===== config.mk =====
export PLATFORM = sky130hd
export DESIGN_NAME = sar_adc_ctrl
export DESIGN_NICKNAME = d
export VERILOG_FILES = /design/src/rtl/sar_core_pkg.sv /design/src/rtl/sar_seq.sv /design/src/rtl/sar_trial.sv /design/src/rtl/sar_result.sv /design/src/rtl/sar_adc_ctrl.sv
export SDC_FILE = /design/constraint.sdc
export NUM_CORES = 1
export LEC_CHECK = 0
export ABC_AREA = 1
export BUFFER_PORTS_ARGS = -buffer_cell sky130_fd_sc_hd__buf_2
export CORE_UTILIZATION = 50
export DETAILED_ROUTE_END_ITERATION = 8
export PLACE_DENSITY = 0.87
export SLEW_MARGIN = 20
export SYNTH_ARGS = -nofsm -noshare
export SYNTH_HDL_FRONTEND = slang
export SYNTH_HIERARCHICAL = 1
export SYNTH_SLANG_ARGS = --single-unit

===== constraint.sdc =====
create_clock -name clk_i -period 1.75 [get_ports clk_i]
set_clock_uncertainty 0.1 [all_clocks]
set_input_delay 0.0875 -clock clk_i [delete_from_list [all_inputs] [get_ports clk_i]]
set_output_delay 0.0875 -clock clk_i [all_outputs]
set_load 0.02 [all_outputs]

===== src/rtl/sar_core_pkg.sv =====
package sar_core_pkg;
  typedef enum logic [1:0] {
    PH_IDLE   = 2'd0,
    PH_SAMPLE = 2'd1,
    PH_BIT    = 2'd2
  } sar_phase_e;
endpackage


===== src/rtl/sar_seq.sv =====
module sar_seq
  import sar_core_pkg::*;
#(
  parameter int MAX_BITS      = 12,
  parameter int LOW_DROP      = 2,
  parameter int SAMPLE_CYCLES = 2,
  localparam int CNT_W = $clog2(SAMPLE_CYCLES + MAX_BITS),
  localparam int IDX_W = $clog2(MAX_BITS)
) (
  input  logic             clk_i,
  input  logic             rst_ni,
  input  logic             start_i,
  input  logic             res_low_i,
  output sar_phase_e       phase_o,
  output logic [IDX_W-1:0] bit_idx_o,
  output logic             last_o,
  output logic             accept_o
);
  logic             busy_q, res_q;
  logic [CNT_W-1:0] cnt_q;
  logic [CNT_W-1:0] bit_num;
  logic [IDX_W-1:0] stop_idx;

  always_comb begin
    if (!busy_q)                                phase_o = PH_IDLE;
    else if (cnt_q < CNT_W'(SAMPLE_CYCLES))     phase_o = PH_SAMPLE;
    else                                        phase_o = PH_BIT;
    bit_num   = cnt_q - CNT_W'(SAMPLE_CYCLES);
    bit_idx_o = IDX_W'(MAX_BITS - 1) - IDX_W'(bit_num);
    stop_idx  = res_q ? IDX_W'(LOW_DROP) : '0;
    last_o    = (phase_o == PH_BIT) && (bit_idx_o == stop_idx);
    // a start on the final decision edge chains straight into sampling
    accept_o  = start_i && (!busy_q || last_o);
  end

  always_ff @(posedge clk_i or negedge rst_ni) begin
    if (!rst_ni) begin
      busy_q <= 1'b0;
      res_q  <= 1'b0;
      cnt_q  <= '0;
    end else if (accept_o) begin
      busy_q <= 1'b1;
      res_q  <= res_low_i;
      cnt_q  <= '0;
    end else if (last_o) begin
      busy_q <= 1'b0;
      cnt_q  <= '0;
    end else if (busy_q) begin
      cnt_q  <= cnt_q + 1'b1;
    end
  end
endmodule


===== src/rtl/sar_trial.sv =====
module sar_trial
  import sar_core_pkg::*;
#(
  parameter int MAX_BITS = 12,
  localparam int IDX_W = $clog2(MAX_BITS)
) (
  input  logic                clk_i,
  input  logic                rst_ni,
  input  sar_phase_e          phase_i,
  input  logic [IDX_W-1:0]    bit_idx_i,
  input  logic                last_i,
  input  logic                accept_i,
  input  logic                cmp_i,
  output logic [MAX_BITS-1:0] dac_code_o,
  output logic [MAX_BITS-1:0] decided_o
);
  logic [MAX_BITS-1:0] sar_q;
  logic [MAX_BITS-1:0] mask;

  always_comb begin
    mask       = MAX_BITS'(1) << bit_idx_i;
    decided_o  = sar_q | (cmp_i ? mask : '0);
    dac_code_o = (phase_i == PH_BIT) ? (sar_q | mask) : '0;
  end

  always_ff @(posedge clk_i or negedge rst_ni) begin
    if (!rst_ni)                 sar_q <= '0;
    else if (last_i || accept_i) sar_q <= '0;
    else if (phase_i == PH_BIT)  sar_q <= decided_o;
  end
endmodule


===== src/rtl/sar_result.sv =====
module sar_result
  import sar_core_pkg::*;
#(
  parameter int MAX_BITS = 12
) (
  input  logic                clk_i,
  input  logic                rst_ni,
  input  sar_phase_e          phase_i,
  input  logic                last_i,
  input  logic                accept_i,
  input  logic                cmp_i,
  input  logic [MAX_BITS-1:0] decided_i,
  output logic [MAX_BITS-1:0] data_o,
  output logic                eoc_o,
  output logic                serial_o
);
  always_ff @(posedge clk_i or negedge rst_ni) begin
    if (!rst_ni) begin
      data_o <= '0;
      eoc_o  <= 1'b0;
    end else if (last_i) begin
      data_o <= decided_i;
      eoc_o  <= 1'b1;
    end else if (accept_i || phase_i != PH_IDLE) begin
      eoc_o  <= 1'b0;
    end
  end

  always_ff @(posedge clk_i or negedge rst_ni) begin
    if (!rst_ni)                serial_o <= 1'b0;
    else if (phase_i == PH_BIT) serial_o <= cmp_i;
  end
endmodule


===== src/rtl/sar_adc_ctrl.sv =====
module sar_adc_ctrl
  import sar_core_pkg::*;
#(
  parameter int MAX_BITS      = 12,
  parameter int LOW_DROP      = 2,
  parameter int SAMPLE_CYCLES = 2
) (
  input  logic                clk_i,
  input  logic                rst_ni,
  input  logic                start_i,
  input  logic                res_low_i,
  input  logic                cmp_i,
  output logic                sample_o,
  output logic [MAX_BITS-1:0] dac_code_o,
  output logic                serial_o,
  output logic [MAX_BITS-1:0] data_o,
  output logic                eoc_o
);
  localparam int IDX_W = $clog2(MAX_BITS);

  sar_phase_e          phase;
  logic [IDX_W-1:0]    bit_idx;
  logic                last_bit, accept;
  logic [MAX_BITS-1:0] decided;

  sar_seq #(
    .MAX_BITS(MAX_BITS), .LOW_DROP(LOW_DROP), .SAMPLE_CYCLES(SAMPLE_CYCLES)
  ) seq_i (
    .clk_i, .rst_ni, .start_i, .res_low_i,
    .phase_o(phase), .bit_idx_o(bit_idx), .last_o(last_bit), .accept_o(accept)
  );

  sar_trial #(.MAX_BITS(MAX_BITS)) trial_i (
    .clk_i, .rst_ni, .phase_i(phase), .bit_idx_i(bit_idx), .last_i(last_bit),
    .accept_i(accept), .cmp_i, .dac_code_o, .decided_o(decided)
  );

  sar_result #(.MAX_BITS(MAX_BITS)) result_i (
    .clk_i, .rst_ni, .phase_i(phase), .last_i(last_bit), .accept_i(accept),
    .cmp_i, .decided_i(decided), .data_o, .eoc_o, .serial_o
  );

  assign sample_o = (phase == PH_SAMPLE);
endmodule


# Word-level counts from Yosys, hierarchy flattened
# Cells that the tools add are included.
[word_totals] out_inout_bits=27 inputBits=5 ff_bits=32 word_cells=42
[op_classes] add_sub_neg=3 n_eq_ne=3 muxes=14 bitwise=2 reduce_logical=11 order_cmp=1 shifts=1
[ops] op="$mux W12" count=4
[ops] op="$or A12 B12 Y12" count=2
[ops] op="$mux W4" count=3
[ops] op="$shl A1 B4 Y12 const A" count=1
[ops] op="$reduce_bool A2 Y1" count=4
[ops] op="$mux W2" count=3
[ops] op="$add A4 B1 Y4 const B" count=1
[ops] op="$eq A4 B4 Y1" count=1
[ops] op="$lt A4 B2 Y1 const B" count=1
[ops] op="$mux W1" count=4
[ops] op="$sub A4 B2 Y4 const B" count=1
[ops] op="$sub A4 B4 Y4 const A" count=1
[ops] op="$logic_or A1 B1 Y1" count=3
[ops] op="$reduce_bool A3 Y1" count=1
[ops] op="$eq A2 B1 Y1 const B" count=1
[ops] op="$eq A2 B2 Y1 const B" count=1
[ops] op="$logic_and A1 B1 Y1" count=2
[ops] op="$logic_not A1 Y1" count=1

# Logic depth before layout (Yosys ltp)
# Gate-level depths: netlist (run 1).
[depth] ltp_word=10 ltp_mapped=14 ltp_nobuf=14

# Cells and area by module
# Netlist (run 1), hierarchy kept.
[by_module_without_submodules] mod="sar_trial" n_inst=1 seq_area_each_um2=300.3 area_each_um2=817.0 cells_per_inst=127
[by_module_without_submodules] mod="sar_result" n_inst=1 seq_area_each_um2=350.3 area_each_um2=546.8 cells_per_inst=63
[by_module_without_submodules] mod="sar_seq" n_inst=1 seq_area_each_um2=150.1 area_each_um2=410.4 cells_per_inst=46
[by_module_without_submodules] mod="sar_adc_ctrl" n_inst=1 seq_area_each_um2=0.0 area_each_um2=10.0 cells_per_inst=2

# Worst setup path before layout (run 1)
# Ideal clock, no wire load.
[synth_timing] kind="flip-flop to flip-flop" from="register seq_i.cnt_q[1]" to="register trial_i.sar_q[10]" path_stages_with_launch=13 required_time_ns=1.585 setup_time_ns=0.065 path_buffers=0 slack_ns=-0.073 period_less_slack_ns=1.823 t_arrival_ns=1.658 cell_sequence="dfrtp_1 ha_1 nand2_1 nor2_2 nand3_4 nand2_4 nand2_4 inv_2 nor2_1 inv_1 nor2_1 nand3_1 nand2_1"
[synth_between] elab_chain_len=9 elab_cells_between_ends=17 cone_classes="add/sub (2); order compare (1); eq/ne (2); shift (1); mux (5); bitwise (1); reduce/logical (5)"
[synth_lines] item="from (decl)" line="sar_seq.sv:20" text="logic [CNT_W-1:0] cnt_q;"
[synth_lines] item="from (signal assigned)" line="sar_seq.sv:49" text="cnt_q <= cnt_q + 1'b1;"
[synth_lines] item="parallel branches: the longest is 4 deep, another holds $sub A4 B2 Y4"
[synth_lines] item="$logic_and A1 B1 Y1 *" line="sar_seq.sv:31" text="last_o = (phase_o == PH_BIT) && (bit_idx_o == stop_idx);"
[synth_lines] item="$logic_or A1 B1 Y1 *" line="sar_seq.sv:33" text="accept_o = start_i && (!busy_q || last_o);"
[synth_lines] item="$logic_and A1 B1 Y1 *" line="sar_seq.sv:33"
[synth_lines] item="net accept" line="sar_adc_ctrl.sv:23" text="logic last_bit, accept;"
[synth_lines] item="$logic_or A1 B1 Y1 *" line="sar_trial.sv:28" text="else if (last_i || accept_i) sar_q <= '0;"
[synth_lines] item="$mux W12 / $reduce_bool A2 Y1 (equally long branches)"
[synth_lines] item="to (signal assigned)" line="sar_trial.sv:29" text="else if (phase_i == PH_BIT) sar_q <= decided_o;"
[synth_lines] item="to (decl)" line="sar_trial.sv:17" text="logic [MAX_BITS-1:0] sar_q;"
# Mark *: on every way through the listed nets, which the timed path passes. The select of a mux whose other input is x is not followed.
# A chain may end at the register's enable or synchronous reset.

# Final worst setup path (run 1)
[layout_timing] from="register seq_i.cnt_q[1]" to="output dac_code_o[10]"
[layout_between] elab_chain_len=5 elab_cells_between_ends=9 cone_classes="add/sub (2); order compare (1); eq/ne (1); shift (1); mux (3); bitwise (1)"
[layout_lines] item="$lt A4 B2 Y1" line="sar_seq.sv:26" text="else if (cnt_q < CNT_W'(SAMPLE_CYCLES)) phase_o = PH_SAMPLE;"
[layout_lines] item="$mux W2" line="sar_seq.sv:26"
[layout_lines] item="$mux W2" line="sar_seq.sv:25" text="if (!busy_q) phase_o = PH_IDLE;"
[layout_lines] item="net phase[1]" line="sar_adc_ctrl.sv:21" text="sar_phase_e phase;"
[layout_lines] item="$eq A2 B2 Y1" line="sar_trial.sv:23" text="dac_code_o = (phase_i == PH_BIT) ? (sar_q | mask) : '0;"
[layout_lines] item="$mux W12" line="sar_trial.sv:23"
[layout_lines] item="to (decl)" line="sar_adc_ctrl.sv:14" text="output logic [MAX_BITS-1:0] dac_code_o,"
# The timed path passes the listed nets, and every way through them passes these cells.

==> results summary, run 1 <==
The final critical-path share of the clock period came out at 124.6%. Setup repair after global routing could not meet its margin everywhere. In the layout the commonest cells are nand2_1, dfrtp_1, buf_4, inv_1. The number of standard cells in the final layout excluding fillers is 354. The cell total after placement is 325.

The most used flip-flop cell after synthesis is dfrtp_1. The normalized max-slew margin is 51.20%. The final weighted congestion in routability-driven placement is 0.8551. The register-to-register path setup slack is -300 ps. The number of I/O pins is 32. The maximum buffer depth of the clock tree is 2. The worst register-to-register path begins at seq_i/cnt_q[2]. The maximum achievable frequency came out at 458.5 MHz.

Ranked by total cell area, the synthesized netlist is headed by dfrtp_1, nand2_1, inv_1, nand3_1, a21oi_1. The number of diodes is 0. The total DRC errors in the routed layout is 0.

The region available for standard cell placement spans 0.003390 mm2. The maximum number of pins on one net before global-route repair came out at 33. The type of the worst min-delay path is primary input to register. The critical path ends at dac_code_o[10]. The final max-slew violation count came out at 0.

After synthesis, the mean cell area works out to 7.497 um2. Summed over all nets, the half-perimeter wirelength after detailed placement is 2989 um. In this run, synthesis inferred 0 flip-flops with an integrated enable.

The initial antenna violation count is 0. Hold is met by 27.58 ps. For the worst flop-to-flop path, the logic depth is 15. The number of max-cap violations is 0. The area share of the leading cell type in the synthesized netlist came out at 44.88%. Global routing used 30.70% of the available tracks. The flow ran to the end, but the final reports show violations. The via count of the first global-routing pass is 1690. For the worst setup path, the data arrival time is 1990 ps. The register area share after synthesis is 44.88%.

Synthesis handed over a netlist of 238 instances. The type of origin of the critical path is a register. The number of endpoints failing setup at the final stage is 39. The share of final-layout standard cells stronger than drive strength 1 came out at 48.38%. After filler insertion, the fill cell instance count of the layout stands at 189.

The number of iterations in the first detailed-routing pass is 5. The worst-margin pin slew is 732.0 ps. The count of final hold-check violations is 0.

The most common cell after layout, fill and taps aside is nand2_1. The total wire length is 6491 um. The count of port buffers added during placement came out at 31.

The warning count from the yosys run is 6. Using the TritonRoute via totals, the vias-per-cell ratio works out to 5.918. The die covers 0.003811 mm2.

The initial utilization of the core area, before any placement, comes to 52.64%. Counting flops and latches in the post-synthesis netlist gives 32. The final reports fail on negative setup slack. The global route total overflow came out at 0. The die outline width is 61.74 um. The async set or reset register ratio after synthesis is 100.0%.

The average wire per standard cell is 18.34 um. The clock net in this run drives a total of 32 sinks. TritonCTS built the clock tree. The count of nets left with antenna violations once routing finished came out at 0. Summing over every cut layer, the via total after detailed routing is 2095. The number of unique standard cell types used by synthesis came out at 25. Clock latency on the worst-skew pair, taken at its later pin, is 350 ps. After the first detailed-routing iteration, the DRC count stood at 317.

The clock transition at the registers of the reported paths came out at 110 ps. The final net count is 315. The final worst-path setup slack came out at -431.2 ps. The maximum net fanout on the critical path came out at 13. The type of element capturing the critical path is an output pin.

The critical path in this run is classified as register to output pin. The row count is 21. From bottom edge to top edge, the die measures 61.74 um. In this run the critical register-to-register path is captured at trial_i/sar_q[10].

The number of clock buffers inserted by TritonCTS is 5. The synthesized netlist occupies a cell area of 0.001784 mm2. In this run the worst setup path begins at seq_i/cnt_q[1]. The CTS H-tree depth is 2.

The post-layout minimum cycle time is 2181 ps. The largest total area in the synthesized netlist belongs to dfrtp_1. The number of nets handed over by synthesis was 246.

The clock root buffer is clkbuf_4. The data required time of the worst path is 1560 ps. The first-pass GRT wire length is 8162 um.

The area overhead of the layout relative to synthesis is 54.49%.
[synth_stat cells (2+ instances only)]
cell,n
o21ai_0,13
a21oi_1,16
nand3_1,22
nor2_1,14
nor2_2,3
inv_1,30
nand4_1,2
nand2_4,2
inv_2,4
buf_4,5
xnor2_1,3
nand2_2,2
ha_1,3
dfrtp_1,32
nand2_1,77
[logic make-up (layout without fill, tap and decap cells)]
| family | Yosys count | after routing | synth area share, % |
|---|---|---|---|
| AO/OA/AOI/OAI | 32 | 32 | 9.678 |
| XOR/XNOR | 4 | 4 | 1.964 |
| adder cells (fa/ha/maj) | 3 | 3 | 2.104 |
| buffers and inverters | 42 | 112 | 10.38 |
| flip-flops | 32 | 32 | 44.88 |
| AND/OR/NAND/NOR | 125 | 125 | 31.00 |
[metrics by stage]
| stage | utilization (%) | setup slack [ps] | TNS (ps) | area, um2 |
|---|---|---|---|---|
| final | 81.32 | -431.2 | -9638 | 2756 |
| after global routing | 81.32 | -517.9 | -12390 | 2756 |
| after CTS | 75.08 | -257.1 | -4918 | 2545 |
| after detailed placement | 61.57 | -114.3 | -1417 | 2087 |
| after global placement | 61.57 | -67.78 | -461.9 | 2087 |
| after floorplan | - | 1.838 | 0 | 1800 |
[flip-flops by register name (all words and copies together), names as in the netlist]
signal	count
result_i/serial_o	1
seq_i/res_q	1
result_i/data_o	12
result_i/eoc_o	1
seq_i/cnt_q	4
seq_i/busy_q	1
trial_i/sar_q	12
[cell type report]
cell class	count	area, um2	share of cell area (%)
Timing Repair inverter	1	11.26	0.4085
Inverter	34	155.1	5.629
Timing Repair Buffer	69	615.6	22.33
Sequential cell	32	803.3	29.14
Tap cell	46	57.56	2.088
Multi-Input combinational cell	164	1055	38.27
Clock buffer	8	58.81	2.133
[worst min-delay path by stage]
| stage | endpoint | cells past startpoint | slack [ps] | startpoint |
|---|---|---|---|---|
| CTS | trial_i/sar_q[2] | 3 | 10 | cmp_i |
| global route | trial_i/sar_q[2] | 3 | 20 | cmp_i |
| floorplan | result_i/data_o[0] | 0 | -310 | rst_ni |
| global placement | result_i/data_o[2] | 1 | 80 | rst_ni |
| detailed placement | result_i/data_o[2] | 1 | 70 | rst_ni |
| finish | trial_i/sar_q[2] | 3 | 30 | cmp_i |
[worst max-delay path, cell delays in order (launching register included)]
cell and delay [ps]:
dfrtp_2 460, buf_8 160, inv_4 50, a21oi_4 170
buf_6 150, nand2_1 70, buf_8 160, a21oi_1 210
buf_4 200
[routing by layer]
| metal | wire length (um) | track usage, % | up-vias |
|---|---|---|---|
| met5 | 0 | 0 | - |
| met4 | 425 | 12.70 | 0 |
| met3 | 600 | 7.453 | 52 |
| met2 | 3082 | 50.54 | 182 |
| met1 | 2382 | 38.76 | 970 |
| li1 | - | - | 891 |
[timing repair]
action | CTS | global route
endpoints found under the hold margin | 35 | 0
setup buffers | 11 | 9
endpoints found under the setup margin | 37 | 43
hold buffers | 3 | 0
resized for setup | 82 | 53
cloned | 2 | 0
pin swaps | 19 | 15
Power of run 1 is not shown: default switching activity piles up to over one toggle a cycle in this logic, so the estimate is an artifact.
==> run 2, diff against run 1 <==
Settings changed: CORE_UTILIZATION 50 to 55, PLACE_DENSITY 0.87 to 0.9, SETUP_SLACK_MARGIN set to 0.1.
Clock period 1.75 ns to 2.6 ns, I/O delays scaled along.
==> results summary, run 2 (synthesized netlist as in run 1, its figures left out) <==
The die outline width is 58.96 um. The normalized max-slew margin came out at 54.68%. The total track usage came out at 24.20%.

The final weighted congestion in routability-driven placement is 0.9442. The number of iterations in the first detailed-routing pass is 4. The tightest hold margin is 61.57 ps. The detail-routed via count per cell is 5.125. In this run the remaining antenna-violating nets after routing total 0.

The initial antenna violation count is 0. The overall die height came out at 58.96 um. The global route total overflow came out at 0.

The effective utilization at floorplan came out at 58.44%. The number of buffer and inverter instances along the worst setup path came out at 3. The number of max-cap violations is 0. STA classifies the critical path startpoint as a register. The number of endpoints failing setup at the final stage is 0.

Broken down by cell family, the worst path's largest delay share belongs to flip-flops. The clock passes through at most 2 buffers. The placed cell area is 0.001959 mm2.

The path class of the tightest hold or removal check is primary input to register. Dividing total power by cell area gives a power density of 1464 mW/mm2. The area overhead of the layout relative to synthesis came out at 15.71%. The row count is 20. The post-layout minimum cycle time came out at 2285 ps. In the final layout, the registers with the most flip-flops are result_i/data_o: 12 flops, trial_i/sar_q: 12 flops, seq_i/cnt_q: 4 flops. Across all layers, the routed design uses 1640 vias. In this run the static leakage power is 1.165 nW. STA classifies the critical path endpoint as an output pin. The clock reaches the later pin of the worst-skew pair after 330 ps. TritonCTS built the clock tree.

The worst setup path is of the register to output pin kind. The most common cell after layout, fill and taps aside is nand2_1. STA puts the critical path data arrival time at 2060 ps. The via count of the first global-routing pass is 1440.

The area of the die is 0.003476 mm2. The final standard cell area without fillers came out at 0.002064 mm2. The worst-margin pin slew came out at 679.8 ps. Leaving out fill and tap cells, the most frequent cells in the layout are nand2_1, buf_2, dfrtp_1, inv_1, nand3_1. VDD sags by at most 0.0007505 V. The total DRC errors in the routed layout came out at 0. The final max-slew violation count came out at 0. After the first detailed-routing iteration, the DRC count stood at 88. The clock root buffer is clkbuf_4. The count of final hold-check violations is 0. The share of final-layout standard cells stronger than drive strength 1 came out at 19.93%.

Measured on the finished design, the core utilization comes to 67.62%. The final net count came out at 283. The maximum number of pins on one net before global-route repair is 33.

The peak per-stage delay on the critical path is 490 ps. The first-pass GRT wire length is 6141 um. The number of setup buffers added after CTS is 0. Of all nets on the critical path, the largest fanout is 11.

The final critical-path share of the clock period came out at 87.90%. The pre-CTS worst setup slack came out at 311.4 ps. The critical path goes through ha_1 > inv_1 > inv_1 > nor2_4 > nand2_1 > a21oi_1 > buf_2. The number of I/O pins came out at 32.

The CTS H-tree depth is 2. The data required time of the worst path is 2370 ps. Clock-pin slew was measured on the worst setup and hold paths at 90 ps. The count of port buffers added during placement is 31.

The most numerous cell type found on the critical path is inv_1. The maximum achievable frequency came out at 437.6 MHz. The clock sink count came out at 32. The slowest stage of the critical path belongs to the cell dfrtp_2.

The summed negative setup slack over all endpoints came out at 0 ps. The total wire length came out at 3816 um. The final HPWL from detailed placement is 2867 um.

Setup repair after global routing left no endpoint under its margin. The average wire per standard cell came out at 11.93 um. The final worst-path setup slack is 314.7 ps. 0 antenna diodes ended up in the layout.

The number of clock buffers inserted by TritonCTS came out at 5. The region available for standard cell placement spans 0.003053 mm2. The run finished with clean final reports.
[run 2: changes by cell type in the layout (fill, tap and decap cells not counted), sizes merged]
cell and delta:
dlygate4sd3 +1, inv -1, buf -32
[run 2: metrics by stage]
stage               power (mW)  std cells
floorplan                2.259        238
global placement         2.639        308
detailed placement       2.703        308
CTS                      3.003        320
global route             3.289        320
finish                   3.023        320
[run 2: layer usage]
layer / vias to the layer above / GRT usage [%] / share of wire, %
met4: 0 / 11.22 / 1.9
met2: 57 / 41.40 / 49
met3: 9 / 5.495 / 4.8
li1: 824 / - / -
met5: - / 0 / 0
met1: 750 / 28.81 / 44
[run 2: report_power, final]
part	leakage, nW	switching, mW	total [mW]	internal, mW
registers	0.412	0.162	0.877	0.715
clock network	0.0326	0.156	0.290	0.133
logic	0.720	1.28	1.86	0.572
total	1.16	1.60	3.02	1.42
[run 2: path summary, 6_finish.rpt]
kind / slack (ps) / endpoint / cells after the start / startpoint
worst max-delay path: 310 / dac_code_o[7] / 7 / seq_i/cnt_q[1]
worst min-delay path: 60 / trial_i/sar_q[2] / 3 / cmp_i
worst max register to register: 360 / trial_i/sar_q[1] / 15 / seq_i/cnt_q[1]
worst min register to register: 370 / result_i/data_o[4] / 2 / result_i/data_o[4]
max in group asynchronous: 1660 / seq_i/cnt_q[1] / 2 / rst_ni
min in group asynchronous: 260 / result_i/data_o[7] / 2 / rst_ni
[run 2: worst min-delay path, delay by kind of cell]
| kind | cells | cell delay (ps) |
|---|---|---|
| buffers and inverters | 1 | 180 |
| and+or+nand+nor | 2 | 150 |
[run 2: area by class of cell]
type,instances,area [um2]
clock buffers,8,58.81
fillers,256,988.4
inverters,34,127.6
multi-input cells,164,803.3
flip-flops and latches,32,802.0
well taps,44,55.05
repair buffers,38,217.7
[run 2: timing repair]
item | 4_1_cts | 5_1_grt
endpoints found under the hold margin | 35 | 0
endpoints found under the setup margin | 0 | 13
gates resized for setup | 0 | 2
hold buffers | 4 | 0
No activity file was read; power rests on OpenSTA's default activity.
==> run 3, diff against run 2 <==
Settings changed: CTS_BUF_LIST set to sky130_fd_sc_hd__clkbuf_2.
==> results summary, run 3 (synthesized netlist as in run 1, its figures left out) <==
The filler cell count in the final layout came out at 255. On the critical path the largest part of the delay comes from flip-flops. The flow ran to the end, and the final reports show no timing, DRC or antenna violations.

The final net count came out at 285. The data required time of the worst path came out at 2370 ps. The clock share of power is 7.6%. The floorplan step set the die width to 58.96 um.

The worst-skew pair later-pin latency is 380 ps. The via count of the first global-routing pass came out at 1497. The first global-routing pass estimated 6182 um of wire. The leakage dissipation is 1.166 nW.

After floorplanning, the core was sized to cover 0.003053 mm2. The row count came out at 20. The summed negative setup slack over all endpoints is 0 ps. The number of iterations in the first detailed-routing pass came out at 4. The areal power density over the cells came out at 1451 mW/mm2. The final max-slew violation count came to 0. The combinational share of power came out at 63.2%. The maximum vdd drop is 0.0007229 V. The maximum achievable frequency came out at 431.1 MHz.

Leaving out fill and tap cells, the most frequent cells in the layout are nand2_1, buf_2, dfrtp_1, inv_1, nand3_1. The number of buffer and inverter instances along the worst setup path came out at 3. The detail-routed via count per cell came out at 5.059. The CTS tree is done.

The number of clock buffers inserted by TritonCTS came out at 5. Prior to clock tree synthesis, the placed netlist has a worst setup slack of 311.4 ps. The power spent charging and discharging nets is 1.615 mW.

The clock sink count is 32. Setup repair after global routing left no endpoint under its margin. The first routing iteration left 93 violations. The final worst-path setup slack came out at 280.4 ps. The critical path is of the register to output pin type. For the pin with the worst max-slew slack, the measured transition is 678.3 ps. The overall via count from detail_route is 1629. The final HPWL from detailed placement is 2867 um. The maximum buffer depth of the clock tree is 2.

The register share of total power is 29.2%. Leaving out fill and tap cells, the most frequent cell in the layout is nand2_1. After global routing the overflow that remains totals 0.

For this design the top-level I/O count stands at 32. The maximum net fanout on the critical path came out at 11. The number of max-cap violations is 0. The effective utilization at floorplan came out at 58.44%.

The overall die height is 58.96 um. The type of the worst min-delay path is primary input to asynchronous set/reset pin. Measured against its own limit, the worst slew margin works out to 54.78%. After clock tree synthesis, the clock-pin slew on the worst setup and hold paths is 150 ps. For the finished layout, the period the worst path requires is 2320 ps. STA classifies the critical path endpoint as an output pin. The area overhead of the layout relative to synthesis came out at 15.92%. The arrival time of the worst setup path came out at 2090 ps. The initial antenna violation count is 0. The count of cells in the finished layout, fillers not included, comes to 322. The count of final hold-check violations came out at 0. The root buffer cell chosen for the clock tree is clkbuf_2. 0 antenna diodes ended up in the layout. The post-route netlist has 21.22% of its cells at a drive strength greater than 1. The internal power of the cells is 1.385 mW. Walking the worst path, the cells encountered are ha_1 > inv_1 > clkinvlp_4 > nor2_4 > nand2_1 > a21oi_1 > buf_2. Across all hold checks on the routed design, the worst slack comes to 208.2 ps. The total track usage is 24.77%. In the final layout, the registers with the most flip-flops are result_i/data_o: 12 flops, trial_i/sar_q: 12 flops, seq_i/cnt_q: 4 flops.

The peak per-stage delay on the critical path is 510 ps. The total wire length came out at 3834 um. The final weighted congestion in routability-driven placement came out at 0.9442. The final critical-path share of the clock period came out at 89.22%. The area of the die is 0.003476 mm2. The post-route antenna net violation count is 0.

The slowest cell on the critical path is dfrtp_2. The count of port buffers added during placement came out at 31. Of the total power, the share spent switching nets is 53.82%. In this run, placement finished with an instance count of 308. The average wire per standard cell came out at 11.91 um. The CTS H-tree depth is 2. The total DRC errors in the routed layout is 0.

Entering global routing, the biggest net connects 33 pins. The number of endpoints failing setup at the final stage came out at 0. The worst setup path is launched from a register.
run 3: path summary, 6_finish.rpt:
kind                                    start                 end  slack, ps  depth (start not counted)
max                            seq_i/cnt_q[1]       dac_code_o[7]        280                          7
min                                    rst_ni    trial_i/sar_q[1]        210                          2
max reg2reg                    seq_i/cnt_q[1]    trial_i/sar_q[1]        370                         15
min reg2reg                result_i/data_o[4]  result_i/data_o[4]        380                          2
max in group asynchronous              rst_ni      seq_i/cnt_q[1]       1720                          2
min in group clk_i         result_i/data_o[4]  result_i/data_o[4]        380                          2
run 3: layout make-up:
class                      instances  area (um2)  area share [%]
sequential                        32       802.0           38.78
timing repair buffer              40       235.2           11.37
inverter                          34       131.4           6.352
tap                               44       55.05           2.662
multi-input combinational        164       805.8           38.96
clock inverter                     1       3.754          0.1815
clock buffer                       7       35.03           1.694
run 3: per-stage QoR:
step                instance area [um2]  util [%]  power (mW)
finish                             2068     67.75       3.000
floorplan                          1784         -       2.259
global route                       2068     67.75       3.274
detailed placement                 1959     64.18       2.703
global placement                   1959     64.18       2.639
CTS                                2048     67.09       2.942
run 3: what timing repair did:
action	in CTS	in global routing
endpoints found under the setup margin	0	16
gates resized for setup	0	4
setup buffers	0	1
hold endpoints to repair	39	0
hold buffers	5	0
run 3: metal layers:
layer / global-route usage (%) / part of all wire [%] / vias to the layer above
met5: 0 / 0 / -
met4: 14.63 / 2.2 / 0
met3: 7.692 / 5.4 / 7
met2: 41.40 / 49 / 55
met1: 27.68 / 43 / 736
li1: - / - / 831
run 3: power by group through the flow:
stage	Clock, mW	Combinational (mW)	Sequential, mW
after floorplan	0	1.29	0.971
after global placement	0	1.77	0.868
after detailed placement	0	1.82	0.881
after CTS	0.238	1.84	0.869
after global routing	0.261	2.11	0.901
final	0.229	1.90	0.876
